--- src/rtl/gpio_pin_event_pkg.sv ---
package gpio_pin_event_pkg;

  typedef enum logic [1:0] {
    TRIG_LOW_FALL = 2'd0,
    TRIG_HIGH_RISE = 2'd1,
    TRIG_ANY_EDGE = 2'd2,
    TRIG_OFF = 2'd3
  } trig_e;

  typedef enum logic [1:0] {
    PWR_RUN = 2'd0,
    PWR_LIGHT = 2'd1,
    PWR_RAM = 2'd2,
    PWR_OFF = 2'd3
  } pwr_e;

  localparam int unsigned NUM_STS = 2;
  localparam int unsigned STS_IRQ = 0;
  localparam int unsigned STS_WAKE = 1;

endpackage

--- src/rtl/gpio_rst_sync.sv ---
module gpio_rst_sync #(
  parameter int unsigned STAGES = 2
) (
  input  logic clk,
  input  logic rst_n,
  output logic rst_sync_n
);
  logic [STAGES-1:0] chain_q;

  always_ff @(posedge clk or negedge rst_n) begin
    if (!rst_n) chain_q <= '0;
    else        chain_q <= {chain_q[STAGES-2:0], 1'b1};
  end

  assign rst_sync_n = chain_q[STAGES-1];
endmodule

--- src/rtl/gpio_event_detect.sv ---
module gpio_event_detect
  import gpio_pin_event_pkg::*;
(
  input  logic       clk,
  input  logic       rst_n,
  input  logic       pin_lvl,
  input  logic       lvl_mode,
  input  logic [1:0] trig_sel,
  output logic       evt_hit
);
  logic prev_q, prev_d;
  logic rise, fall, edge_hit, level_hit;
  trig_e trig;

  assign trig = trig_e'(trig_sel);

  always_comb begin
    prev_d = pin_lvl;
    rise   = pin_lvl & ~prev_q;
    fall   = ~pin_lvl & prev_q;
    unique case (trig)
      TRIG_LOW_FALL:  begin edge_hit = fall;        level_hit = ~pin_lvl; end
      TRIG_HIGH_RISE: begin edge_hit = rise;        level_hit = pin_lvl;  end
      TRIG_ANY_EDGE:  begin edge_hit = rise | fall; level_hit = 1'b0;     end
      default:        begin edge_hit = 1'b0;        level_hit = 1'b0;     end
    endcase
    evt_hit = lvl_mode ? level_hit : edge_hit;
  end

  always_ff @(posedge clk or negedge rst_n) begin
    if (!rst_n) prev_q <= 1'b0;
    else        prev_q <= prev_d;
  end
endmodule

--- src/rtl/gpio_sticky_bit.sv ---
module gpio_sticky_bit (
  input  logic clk,
  input  logic rst_n,
  input  logic set_i,
  input  logic clr_i,
  output logic sts_o
);
  logic sts_q, sts_d, sts_en;

  always_comb begin
    sts_en = set_i | clr_i;
    sts_d  = set_i;
  end

  always_ff @(posedge clk or negedge rst_n) begin
    if (!rst_n)      sts_q <= 1'b0;
    else if (sts_en) sts_q <= sts_d;
  end

  assign sts_o = sts_q;
endmodule

--- src/rtl/gpio_pin_event_cell.sv ---
module gpio_pin_event_cell
  import gpio_pin_event_pkg::*;
#(
  parameter int unsigned DATA_W = 32,
  parameter int unsigned IRQ_CLR_POS = 28,
  parameter int unsigned WAKE_CLR_POS = 29,
  parameter int unsigned NUM_WAKE = 3
) (
  input  logic              clk,
  input  logic              rst_n,
  input  logic              pin_lvl,
  input  logic              irq_en,
  input  logic              irq_unmask,
  input  logic              lvl_mode,
  input  logic [1:0]        trig_sel,
  input  logic [NUM_WAKE-1:0] wake_en,
  input  logic [1:0]        pwr_state,
  input  logic              wr_en,
  input  logic [DATA_W-1:0] wr_data,
  output logic              irq_sts,
  output logic              wake_sts,
  output logic              irq_req,
  output logic              svc_pending
);
  localparam int unsigned CLR_POS [NUM_STS] = '{IRQ_CLR_POS, WAKE_CLR_POS};

  logic rst_sync_n;
  logic evt_hit;
  logic wake_arm;
  logic [NUM_STS-1:0] sts_set, sts_clr, sts_q;

  gpio_rst_sync #(.STAGES(2)) u_rst (
    .clk(clk), .rst_n(rst_n), .rst_sync_n(rst_sync_n)
  );

  gpio_event_detect u_det (
    .clk(clk), .rst_n(rst_sync_n), .pin_lvl(pin_lvl),
    .lvl_mode(lvl_mode), .trig_sel(trig_sel), .evt_hit(evt_hit)
  );

  always_comb begin
    wake_arm = 1'b0;
    for (int s = 1; s <= NUM_WAKE; s++) begin
      if (int'(pwr_state) == s) wake_arm = wake_en[s-1];
    end
    sts_set[STS_IRQ]  = evt_hit & irq_en;
    sts_set[STS_WAKE] = evt_hit & wake_arm;
  end

  for (genvar g = 0; g < NUM_STS; g++) begin : g_sts
    assign sts_clr[g] = wr_en & wr_data[CLR_POS[g]];
    gpio_sticky_bit u_bit (
      .clk(clk), .rst_n(rst_sync_n), .set_i(sts_set[g]),
      .clr_i(sts_clr[g]), .sts_o(sts_q[g])
    );
  end

  assign irq_sts     = sts_q[STS_IRQ];
  assign wake_sts    = sts_q[STS_WAKE];
  assign irq_req     = sts_q[STS_IRQ] & irq_en & irq_unmask;
  assign svc_pending = |sts_q;
endmodule

--- config.mk ---
export PLATFORM = sky130hd
export DESIGN_NAME = gpio_pin_event_cell
export DESIGN_NICKNAME = d
export VERILOG_FILES = /design/src/rtl/gpio_pin_event_pkg.sv /design/src/rtl/gpio_rst_sync.sv /design/src/rtl/gpio_event_detect.sv /design/src/rtl/gpio_sticky_bit.sv /design/src/rtl/gpio_pin_event_cell.sv
export SDC_FILE = /design/constraint.sdc
export NUM_CORES = 1
export LEC_CHECK = 0
export CAP_MARGIN = 10
export CELL_PAD_IN_SITES_DETAIL_PLACEMENT = 0
export CELL_PAD_IN_SITES_GLOBAL_PLACEMENT = 1
export CORE_MARGIN = 3
export CORE_UTILIZATION = 12
export DETAILED_ROUTE_END_ITERATION = 8
export PLACE_DENSITY_LB_ADDON = 0.15
export SETUP_SLACK_MARGIN = 0.1
export SYNTH_ARGS = -nofsm -noshare
export SYNTH_HDL_FRONTEND = slang
export SYNTH_HIERARCHICAL = 1
export SYNTH_SLANG_ARGS = --single-unit
--- constraint.sdc ---
create_clock -name clk -period 0.8 [get_ports clk]
set_input_delay 0.12 -clock clk [delete_from_list [all_inputs] [get_ports clk]]
set_output_delay 0.12 -clock clk [all_outputs]
set_load 0.03 [all_outputs]
==> qor.yml, run 1 <==
setup_slack_ns: -0.7254
wl_per_cell_um: 8.714
cts_buffer_depth: 2
grtUsageTotal_pct: 5.268
row_count: 17
cp-start-kind: "flip-flop"
fmax_mhz: 655.6
synth_area_per_cell_sq_um: 10.01
core_sq_um: 2297
path_class: "flip-flop to flip-flop"
powerDensity_nw_per_um2: 1574
power_mw: 0.9471
crit_slowest_cell: "dfrtp_1"
cp-end-kind: "flip-flop"
grt_pass1_vias: 316
final_layout_size_suffix_gt1_share_pct: 26.79
critPathRequiredTime_ns: 0.92
die_x_um: 56.03
clkPwrFrac_pct: 30.1
violations: "negative setup slack"
ys_top_cells_by_area: "dfrtp_1, ha_1, mux2i_1"
critical_path.max_stage_delay_ns: 0.39
hpwlAfterDp_um: 641.6
ir_drop_mv: 0.5510
antennaDiodeCount: 0
placed_area_sq_um: 541.8
tns_ns: -2.412
synth_area_sq_um: 300.3
port_buffers: 19
outcome: "finished with violations"
hold_viol_final: 0
critPathMaxFanout: 2
yosysTopAreaCell: "dfrtp_1"
syn_inst: 30
drtAntennaViolNets: 0
routabilityCongestion: 0.6472
grt-ovfl-total: 0
die_h_um: 56.03
finClkSkew_ns: 0.002012
drtIter0Drc: 0
ctsRootBufferMaster: "clkbuf_4"
synthFlopType: "dfrtp_1"
drc: 0
cts_tree: "done"
p_leak_nw: 0.2755
final_max_slew_viol_count: 0
pre_cts_ws_ns: -1.044
vias_per_cell: 3.583
dr.pass1.iters: 1
worstPathArrival_ns: 1.65
synthDistinctLibCells: 17
cts_buffers: 3
async_flop_share_pct: 100.0
r2r_slack_ns: -0.73
cts_sinks: 5
synth_edf_count: 0
start_util_pct: 13.07
yosys_warnings: 6
fin_crit_ns: 1.525
insertion_delay_ns: 0.24
routed_wl_um: 732
syn-num-nets: 78
internal-power_mw: 0.6828
synthToLayoutAreaGrowth_pct: 100.4
swShare_pct: 27.91
stdcell_count: 84
dieArea_sq_um: 3139
combPwrFrac_pct: 38.4
grt_pass1_wl_um: 1304
rsz0062_at_grt: "yes"
synth_top_area_share_pct: 41.67
report.final.setup_viol: 6
ioPinCount: 50
maxCapViolations: 0
antenna_found_initial: 0
placed_cells_incl_taps: 80
htree_levels: 1
postLayoutCellArea_sq_um: 601.8
p_seq_share_pct: 31.4
netSwitchingPower_mw: 0.2643
clk_pin_slew_ns: 0.04
finalNetCount: 105
fin_crit_sh_pct: 190.7
synth_seq_cells: 5
vias: 301
grt_max_degree: 5
hp-class: "flip-flop to async pin"
synth_common_cells: "dfrtp_1, inv_1, and2_1"
path_cells: "ha_1, nor4b_2, or3_1, and2_1, a21o_1"
ys_seq_area_share_pct: 41.67
## cells in the final DEF (no fill, tap or decap), types with 2 or more instances in the layout
cell              n
mux2i_1           2
clkdlybuf4s50_1  14
buf_6             6
dfrtp_1           5
and2_1            3
a21o_1            2
inv_1             5
clkbuf_4          3
## layer usage
| layer | GRT usage (%) | up-vias | routed length [um] |
|---|---|---|---|
| met5 | 0 | - | 0 |
| met2 | 7.179 | 15 | 318 |
| li1 | - | 151 | - |
| met4 | 4.068 | 0 | 18 |
| met1 | 6.612 | 133 | 319 |
| met3 | 1.856 | 2 | 76 |
## final timing paths
check                                 start                    to  cells past startpoint
max in group asynchronous  u_rst/chain_q[1]  g_sts[0].u_bit/sts_o                      0
max                            u_det/prev_q  g_sts[0].u_bit/sts_o                      5
min reg2reg                u_rst/chain_q[1]          u_det/prev_q                      0
max reg2reg                    u_det/prev_q  g_sts[0].u_bit/sts_o                      5
min                        u_rst/chain_q[1]          u_det/prev_q                      0
min in group clk                    pin_lvl          u_det/prev_q                      2
## flip-flops by register name, summed over array words and instances, names as in the netlist
signal,cells
u_rst/chain_q,2
g_sts.u_bit/sts_o,2
u_det/prev_q,1
## per-stage QoR
stage                     hold slack (ns)  util [%]
after floorplan                   -0.1756         -
after global placement            0.04896     23.58
after detailed placement          0.04932     23.58
after CTS                         0.04556     26.31
after global routing              0.05732     26.20
final                             0.04306     26.20
## logic make-up (layout without fill, tap and decap cells)
group / after synthesis / after routing / share of synthesized area (%)
simple gates: 10 / 10 / 22.51
compound gates: 5 / 5 / 13.33
flops: 5 / 5 / 41.67
buf+inv: 5 / 31 / 6.251
fa+ha+maj: 2 / 2 / 8.332
mux: 2 / 2 / 6.667
other cells: 1 / 1 / 1.249
## worst max-delay path, delay by kind of cell (launching register included)
family	cells	cell delay (ns)
and+or+nand+nor	3	0.58
adders and majority gates	1	0.29
DFF	1	0.39
AOI/OAI and AO/OA	1	0.15
## power groups by stage
stage / Clock, mW / Sequential, mW / Combinational (mW)
after detailed placement: 0 / 0.296 / 0.323
after global routing: 0.312 / 0.301 / 0.392
after floorplan: 0 / 0.335 / 0.0993
final: 0.286 / 0.298 / 0.364
after CTS: 0.301 / 0.296 / 0.369
after global placement: 0 / 0.296 / 0.326
## final cells by class
type                    instances  area (sq um)
clock buffers                   4         26.28
repair buffers                 22         224.0
well taps                      28         35.03
fillers                       248          1695
flip-flops and latches          5         125.1
multi-input cells              20         172.7
inverters                       5         18.77
## repair_timing
item | in CTS | in global routing
hold buffers | 0 | 0
resized for setup | 12 | 8
pin swaps | 1 | 1
setup endpoints to repair | 6 | 6
buffers inserted | 1 | 1
Note: power is estimated with default switching activity, not from simulation.
==> run 2: changes to the inputs <==
- SLEW_MARGIN: unset -> 10
==> results of run 2 <==
Final layout, timing and power as in run 1 (identical DEF).
==> run 3: changes to the inputs <==
- SETUP_SLACK_MARGIN: 0.1 -> 0.05
==> results of run 3 <==
Final layout, timing and power as in run 1 (identical DEF).
